`src/rtl/hyst_mode_pkg.sv`:
```
package hyst_mode_pkg;

  typedef enum logic {
    MODE_PWM  = 1'b0,
    MODE_HYST = 1'b1
  } modeE;

  // strobes from the sequencer to the run/pending datapath
  typedef struct packed {
    logic cntStep;   // advance consecutive-sample run
    logic cntClr;    // restart the run from zero
    logic pendClr;   // drop a remembered under-regulation event
  } ctlStrobesT;

endpackage

```
`src/rtl/mode_run_path.sv`:
```
module mode_run_path
  import hyst_mode_pkg::*;
#(
  parameter int RUN_LEN = 8
) (
  input  logic       clk,
  input  logic       rstN,
  input  ctlStrobesT strb,
  input  logic       underReg,
  input  logic       inHyst,
  output logic       runDone,
  output logic       pendUnder
);

  localparam int CNT_W = (RUN_LEN > 2) ? $clog2(RUN_LEN) : 1;
  localparam logic [CNT_W-1:0] LAST = CNT_W'(RUN_LEN - 1);

  logic [CNT_W-1:0] runCnt;

  // consecutive same-sign sample counter
  always_ff @(posedge clk or negedge rstN) begin
    if (!rstN)             runCnt <= '0;
    else if (strb.cntClr)  runCnt <= '0;
    else if (strb.cntStep) runCnt <= runCnt + CNT_W'(1);
  end

  assign runDone = (runCnt == LAST);

  // under-regulation seen between ticks while hysteretic
  always_ff @(posedge clk or negedge rstN) begin
    if (!rstN)                   pendUnder <= 1'b0;
    else if (strb.pendClr)       pendUnder <= 1'b0;
    else if (underReg && inHyst) pendUnder <= 1'b1;
  end

  // a step advances the run by exactly one
  p_run_step_r2: assert property (@(posedge clk) disable iff (!rstN)
    strb.cntStep |=> runCnt == $past(runCnt) + CNT_W'(1));

  // a clear strobe restarts the run
  p_run_clear_r3: assert property (@(posedge clk) disable iff (!rstN)
    strb.cntClr |=> runCnt == '0);

  // pending event only arises in hysteretic mode
  p_pend_src_r10: assert property (@(posedge clk) disable iff (!rstN)
    $rose(pendUnder) |-> $past(inHyst) && $past(underReg));

endmodule

```
`src/rtl/mode_seq.sv`:
```
module mode_seq
  import hyst_mode_pkg::*;
(
  input  logic       clk,
  input  logic       rstN,
  input  logic       convEn,
  input  logic       forcePwm,
  input  logic       tick,
  input  logic       phasePos,
  input  logic       underReg,
  input  logic       runDone,
  input  logic       pendUnder,
  output logic       modeHyst,
  output ctlStrobesT strb
);

  modeE modeQ, modeD;
  logic towardChange;

  // sample sign that pushes toward the other mode
  assign towardChange = (modeQ == MODE_PWM) ? phasePos : !phasePos;

  always_comb begin
    modeD = modeQ;
    strb  = '0;
    if (!convEn || forcePwm) begin
      modeD        = MODE_PWM;
      strb.cntClr  = 1'b1;
      strb.pendClr = 1'b1;
    end else if (tick) begin
      if (modeQ == MODE_HYST && (underReg || pendUnder)) begin
        modeD        = MODE_PWM;
        strb.cntClr  = 1'b1;
        strb.pendClr = 1'b1;
      end else if (towardChange) begin
        if (runDone) begin
          modeD        = (modeQ == MODE_PWM) ? MODE_HYST : MODE_PWM;
          strb.cntClr  = 1'b1;
          strb.pendClr = 1'b1;
        end else begin
          strb.cntStep = 1'b1;
        end
      end else begin
        strb.cntClr = 1'b1;
      end
    end
  end

  always_ff @(posedge clk or negedge rstN) begin
    if (!rstN) modeQ <= MODE_PWM;
    else       modeQ <= modeD;
  end

  assign modeHyst = (modeQ == MODE_HYST);

  // hysteretic entry only on a positive tick that completes a run
  p_hyst_entry_r2: assert property (@(posedge clk) disable iff (!rstN)
    $rose(modeHyst) |-> $past(tick) && $past(phasePos) && $past(runDone));

  // every exit from hysteretic mode has a lawful cause
  p_hyst_exit_r4: assert property (@(posedge clk) disable iff (!rstN)
    $fell(modeHyst) |-> $past(!convEn || forcePwm ||
      (tick && (underReg || pendUnder || (!phasePos && runDone)))));

  // under-regulation on a tick ends hysteretic mode at once
  p_under_exit_r5: assert property (@(posedge clk) disable iff (!rstN)
    (modeHyst && tick && underReg && convEn) |=> !modeHyst);

  // the strap holds PWM
  p_force_pwm_r7: assert property (@(posedge clk) disable iff (!rstN)
    forcePwm |=> !modeHyst);

  // a disabled converter sits in PWM
  p_disabled_r8: assert property (@(posedge clk) disable iff (!rstN)
    !convEn |=> !modeHyst);

  // no mode change without a tick unless forced or disabled
  p_tick_only_r9: assert property (@(posedge clk) disable iff (!rstN)
    (!tick && convEn && !forcePwm) |=> $stable(modeHyst));

endmodule

```
`src/rtl/hyst_mode_ctrl.sv`:
```
module hyst_mode_ctrl
  import hyst_mode_pkg::*;
#(
  parameter int RUN_LEN = 8
) (
  input  logic clk,
  input  logic rstN,
  input  logic convEn,
  input  logic tick,
  input  logic phasePos,
  input  logic underReg,
  input  logic forcePwm,
  output logic modeHyst,
  output logic lowSideEn
);

  ctlStrobesT strb;
  logic       runDone;
  logic       pendUnder;

  mode_seq i_seq (
    .clk       (clk),
    .rstN      (rstN),
    .convEn    (convEn),
    .forcePwm  (forcePwm),
    .tick      (tick),
    .phasePos  (phasePos),
    .underReg  (underReg),
    .runDone   (runDone),
    .pendUnder (pendUnder),
    .modeHyst  (modeHyst),
    .strb      (strb)
  );

  mode_run_path #(.RUN_LEN(RUN_LEN)) i_path (
    .clk       (clk),
    .rstN      (rstN),
    .strb      (strb),
    .underReg  (underReg),
    .inHyst    (modeHyst),
    .runDone   (runDone),
    .pendUnder (pendUnder)
  );

  // diode emulation: no low-side conduction in hysteretic mode or when off
  assign lowSideEn = convEn && !modeHyst;

  // low side never enabled together with hysteretic mode
  p_lowside_block_r6: assert property (@(posedge clk) disable iff (!rstN)
    modeHyst |-> !lowSideEn);

endmodule

```
`config.mk`:
```
export PLATFORM = sky130hd
export DESIGN_NAME = hyst_mode_ctrl
export DESIGN_NICKNAME = d
export VERILOG_FILES = /design/src/rtl/hyst_mode_pkg.sv /design/src/rtl/mode_run_path.sv /design/src/rtl/mode_seq.sv /design/src/rtl/hyst_mode_ctrl.sv
export SDC_FILE = /design/constraint.sdc
export NUM_CORES = 1
export LEC_CHECK = 0
export BUFFER_PORTS_ARGS = -buffer_cell sky130_fd_sc_hd__clkbuf_2
export CORE_AREA = 5 5 42 44
export DETAILED_ROUTE_END_ITERATION = 8
export DIE_AREA = 0 0 47 49
export SLEW_MARGIN = 20
export SYNTH_ARGS = -nofsm -noshare
export SYNTH_HDL_FRONTEND = slang
export SYNTH_HIERARCHICAL = 1
export SYNTH_SLANG_ARGS = --single-unit
export TNS_END_PERCENT = 20
```
`constraint.sdc`:
```
create_clock -name clk -period 1.98 [get_ports clk]
set_input_delay 0.297 -clock clk [delete_from_list [all_inputs] [get_ports clk]]
set_output_delay 0.297 -clock clk [all_outputs]
set_load 0.03 [all_outputs]
```
# ---- Yosys cells after proc, flatten, opt, wreduce, memory -nomap -nowiden
# Index checks and enable logic that the tools add are counted.
dict set report classes {
  add_sub_neg 1
  n_eq_ne 1
  muxes 21
  n_reduce_logical 14
}
# cell count
set op_table {}
lappend op_table {{$mux W1} 15}
lappend op_table {{$mux W3} 3}
lappend op_table {{$mux W2} 3}
lappend op_table {{$reduce_bool A2 Y1} 3}
lappend op_table {{$reduce_bool A3 Y1} 2}
lappend op_table {{$add A3 B1 Y3 const B} 1}
lappend op_table {{$eq A3 B3 Y1 const B} 1}
lappend op_table {{$logic_and A1 B1 Y1} 3}
lappend op_table {{$logic_not A1 Y1} 3}
lappend op_table {{$reduce_and A3 Y1} 1}
lappend op_table {{$logic_or A1 B1 Y1} 2}
dict set report totals {
  register_bits 5
  input_bits 7
  output_inout_bits 2
  word_cells 40
}

# ---- Depth between registers and ports, before layout
dict set report depth {
  word_depth 8
  depth_mapped 6
  depth_no_buf 6
}

# ---- Cells and area by module
# The synthesis kept the hierarchy.
# module instances cells_per_inst area_each_um2 seq_area_each_um2
set modules_own_cells {}
lappend modules_own_cells {mode_run_path 1 14 173.9 100.1}
lappend modules_own_cells {mode_seq 1 17 120.1 25.0}
lappend modules_own_cells {hyst_mode_ctrl 1 1 13.8 0.0}

# ---- Worst setup path before layout
# No wires, ideal clock.
dict set report synth_path {
  path_kind {register to register}
  from {reg i_seq.modeQ, in the netlist i_seq/modeHyst}
  to {reg i_path.runCnt[1]}
  setup_time_ns 0.130
  arrival_ns 1.689
  t_required_ns 1.850
  slack_ns 0.161
  path_stages_with_launch 6
  path_buffers 0
  synth_period_minus_slack_ns 1.819
  path_cell_list {dfrtp_1 > or4b_1 > a21oi_1 > and3_1 > mux2i_1 > nor2_1}
}
# item line
set synth_rtl {}
lappend synth_rtl {{start: declaration} mode_seq.sv:17} ;# modeE modeQ, modeD;
lappend synth_rtl {{start signal: assignment} mode_seq.sv:51} ;# else modeQ <= modeD;
lappend synth_rtl {{end signal: assignment} mode_run_path.sv:24} ;# else if (strb.cntStep) runCnt <= runCnt + CNT_W'(1);
lappend synth_rtl {{end: declaration} mode_run_path.sv:18} ;# logic [CNT_W-1:0] runCnt;

==> results.tsv <==
stage	metric	value	unit
global_route	grt_use_total	5.73	%
worst_setup_path	max_stage_delay	500	ps
drt	vias	271	
die	ios	9	
clock_network	clock-root-buffer	clkbuf_4	
logic_synthesis	synth_edf_count	0	
timing	finClkSkew	0.275	ps
worst_setup_path	cp.arrival	1860	ps
logic_synthesis	synth_cell_types	18	
timing	setup_tns	0	ps
die	die_w	47	um
die	die_y	49	um
timing	finalCritPeriodShare	88.5	%
drt	wl	579	um
placement	dp_cells	57	
timing	slew_violations	0	
layout	drive_gt1_share	30.4	%
power_and_ir_drop	peakVddDrop	225	uV
clock_network	clock-sinks	5	
logic_synthesis	synthTopCellsByCount	5 x dfrtp_1, 5 x nor2_1, 3 x a21oi_1	
clock_network	insertion_delay	230	ps
timing	max_slew_margin	76.5	%
placement	post-place-ws	212	ps
logic_synthesis	yosysWarningCount	6	
logic_synthesis	syn_nets	41	
logic_synthesis	synth_area	308	um2
power_and_ir_drop	intPower	191	uW
power_and_ir_drop	pwr-share-seq	42.6	%
power_and_ir_drop	power.density	587	nW/um2
logic_synthesis	synth-seq-area-share	40.7	%
clock_network	holdBufCountCts	1	
power_and_ir_drop	clkPwrFrac	46.9	%
logic_synthesis	ys_seq_elements	5	
drt	drc	0	
placement	place.gp.congestion	0.752	
drt	ant_nets	0	
logic_synthesis	syn_area_per_cell	9.62	um2
timing	hold_viol	0	
logic_synthesis	synth_top_cell_area_share	40.7	%
die	initial_core_util	22.0	%
worst_setup_path	path_class	reg2reg	
timing	min_period	1750	ps
layout	n_antenna_cell	0	
power_and_ir_drop	leakagePower	0.000201	uW
drt	drtPass1Iterations	3	
outcome	status	finished, final reports clean	
global_route	grt_pass1_wl	897	um
power_and_ir_drop	p_comb_share	10.5	%
power_and_ir_drop	p_sw_share	21.0	%
logic_synthesis	synth_top_area_cell	dfrtp_1	
logic_synthesis	netlist_top_cells_area	dfrtp_1 41%, ha_1 8.1%, mux2i_1 6.5%	
drt	drtIter0Drc	3	
die	core-area	1400	um2
power_and_ir_drop	total_power	242	uW
timing	clock.fmax	571	MHz
clock_network	cts_buffer_depth	2	
layout	area_delta_synth_final	33.7	%
timing	rsz0062_at_grt	no	
global_route	grt_max_degree	7	
clock_network	cts_max_level	1	
die	dieArea	2300	um2
logic_synthesis	synth_flop_cell	dfrtp_1	
drt	vias_per_cell	4.37	
logic_synthesis	postSynthCellCount	32	
layout	fill_cells	174	
timing	worstMarginPinSlew	349	ps
run	maxCapViolCount	0	
power_and_ir_drop	p_switching	50.8	uW
clock_network	cts_tree	built	
layout	fin_cells	62	
worst_setup_path	cp_slowest_cell	or4b_1	
global_route	antenna_found_initial	0	
logic_synthesis	async_reset_ff_share	100	%
layout	nets	56	
placement	place.port_buffers	8	
drt	post_drt_wl_per_cell	9.34	um
die	rows	14	
clock_network	path_clk_slew	40	ps
worst_setup_path	reg2reg_depth	5	
worst_setup_path	end_kind	flop	
hold_path	holdPathStages	2	
timing	setup_viol	0	
hold_path	min_path_type	in2reg	
clock_network	cts_resized	0	
global_route	overflow	0	
worst_setup_path	crit_required	2090	ps
clock_network	cts_setup_buffers	0	
worst_setup_path	crit_chain	or4b_1, a21oi_1, and3_1, mux2i_1, nor2_1	
global_route	grt_pass1_vias	237	
worst_setup_path	start_kind	flop	
timing	fin_ws	227	ps
clock_network	numCtsBuffers	3	
worst_setup_path	crit_fanout	4	
[per-stage QoR]
| step | util [%] | cell area (um2) | hold WS [ps] |
|---|---|---|---|
| 2_1_floorplan | - | 308 | 1.41 |
| 3_3_place_gp | 26.8 | 375 | 116 |
| 3_5_place_dp | 26.8 | 375 | 118 |
| 4_1_cts | 29.4 | 412 | 321 |
| 5_1_grt | 29.4 | 412 | 352 |
| 6_report | 29.4 | 412 | 334 |
[worst max-delay path: cells and delay by family (launching register included)]
kind	cells	cell delay [ps]
flops	1	400
simple gates	3	820
mux	1	200
compound gates	1	190
[flip-flops by register name, indices dropped and copies added, names as in the netlist]
name	cells
i_path/pendUnder	1
i_path/runCnt	3
i_seq/modeHyst	1
[layer usage]
metal	GRT usage (%)	vias up	routed length (um)	share of wire [%]
li1	-	142	-	-
met1	6.24	123	238	41
met2	7.92	6	286	49
met3	2.21	0	55	9.5
met4	5.53	0	0	0
met5	0	-	0	0
[layout make-up]
class	count	area (um2)	area share, %
clock buffers	4	26.3	6.38
flip-flops and latches	5	125	30.4
inverters	1	3.75	0.912
multi-input cells	26	179	43.5
well taps	16	20.0	4.86
repair buffers	10	57.6	14.0
[final timing paths]
path	start	to	slack [ps]
max in group asynchronous	rstN	i_path/pendUnder	1430
max reg2reg	i_path/pendUnder	i_path/runCnt[2]	230
max	i_path/pendUnder	i_path/runCnt[2]	230
min in group asynchronous	rstN	i_path/runCnt[0]	410
min	tick	i_seq/modeHyst	330
min reg2reg	i_path/runCnt[1]	i_path/runCnt[1]	520
[cell families after synthesis]
family / synth area share (%)
adder cells (fa/ha/maj): 8.13
AO/OA/AOI/OAI: 13.4
AND/OR/NAND/NOR: 27.2
flip-flops: 40.7
XOR/XNOR: 2.85
multiplexers: 6.50
buffers and inverters: 1.22
[power groups by stage]
stage	Combinational, uW	Clock (uW)	Sequential, uW
floorplan	12.2	0	104
global placement	23.8	0	104
detailed placement	24.2	0	104
CTS	25.8	120	103
global route	28.6	129	103
finish	25.3	113	103
[cells in the final DEF, fill, tap and decap left out, types with 2 or more instances in the layout]
cell type  Yosys  layout
clkbuf_2       0       8
nor2_1         5       5
dfrtp_1        5       5
clkbuf_4       0       3
a21oi_1        3       3
mux2i_1        2       2
ha_1           2       2
nand2_1        2       2
o21ai_0        2       2
Power figures use the tool's default switching activity.
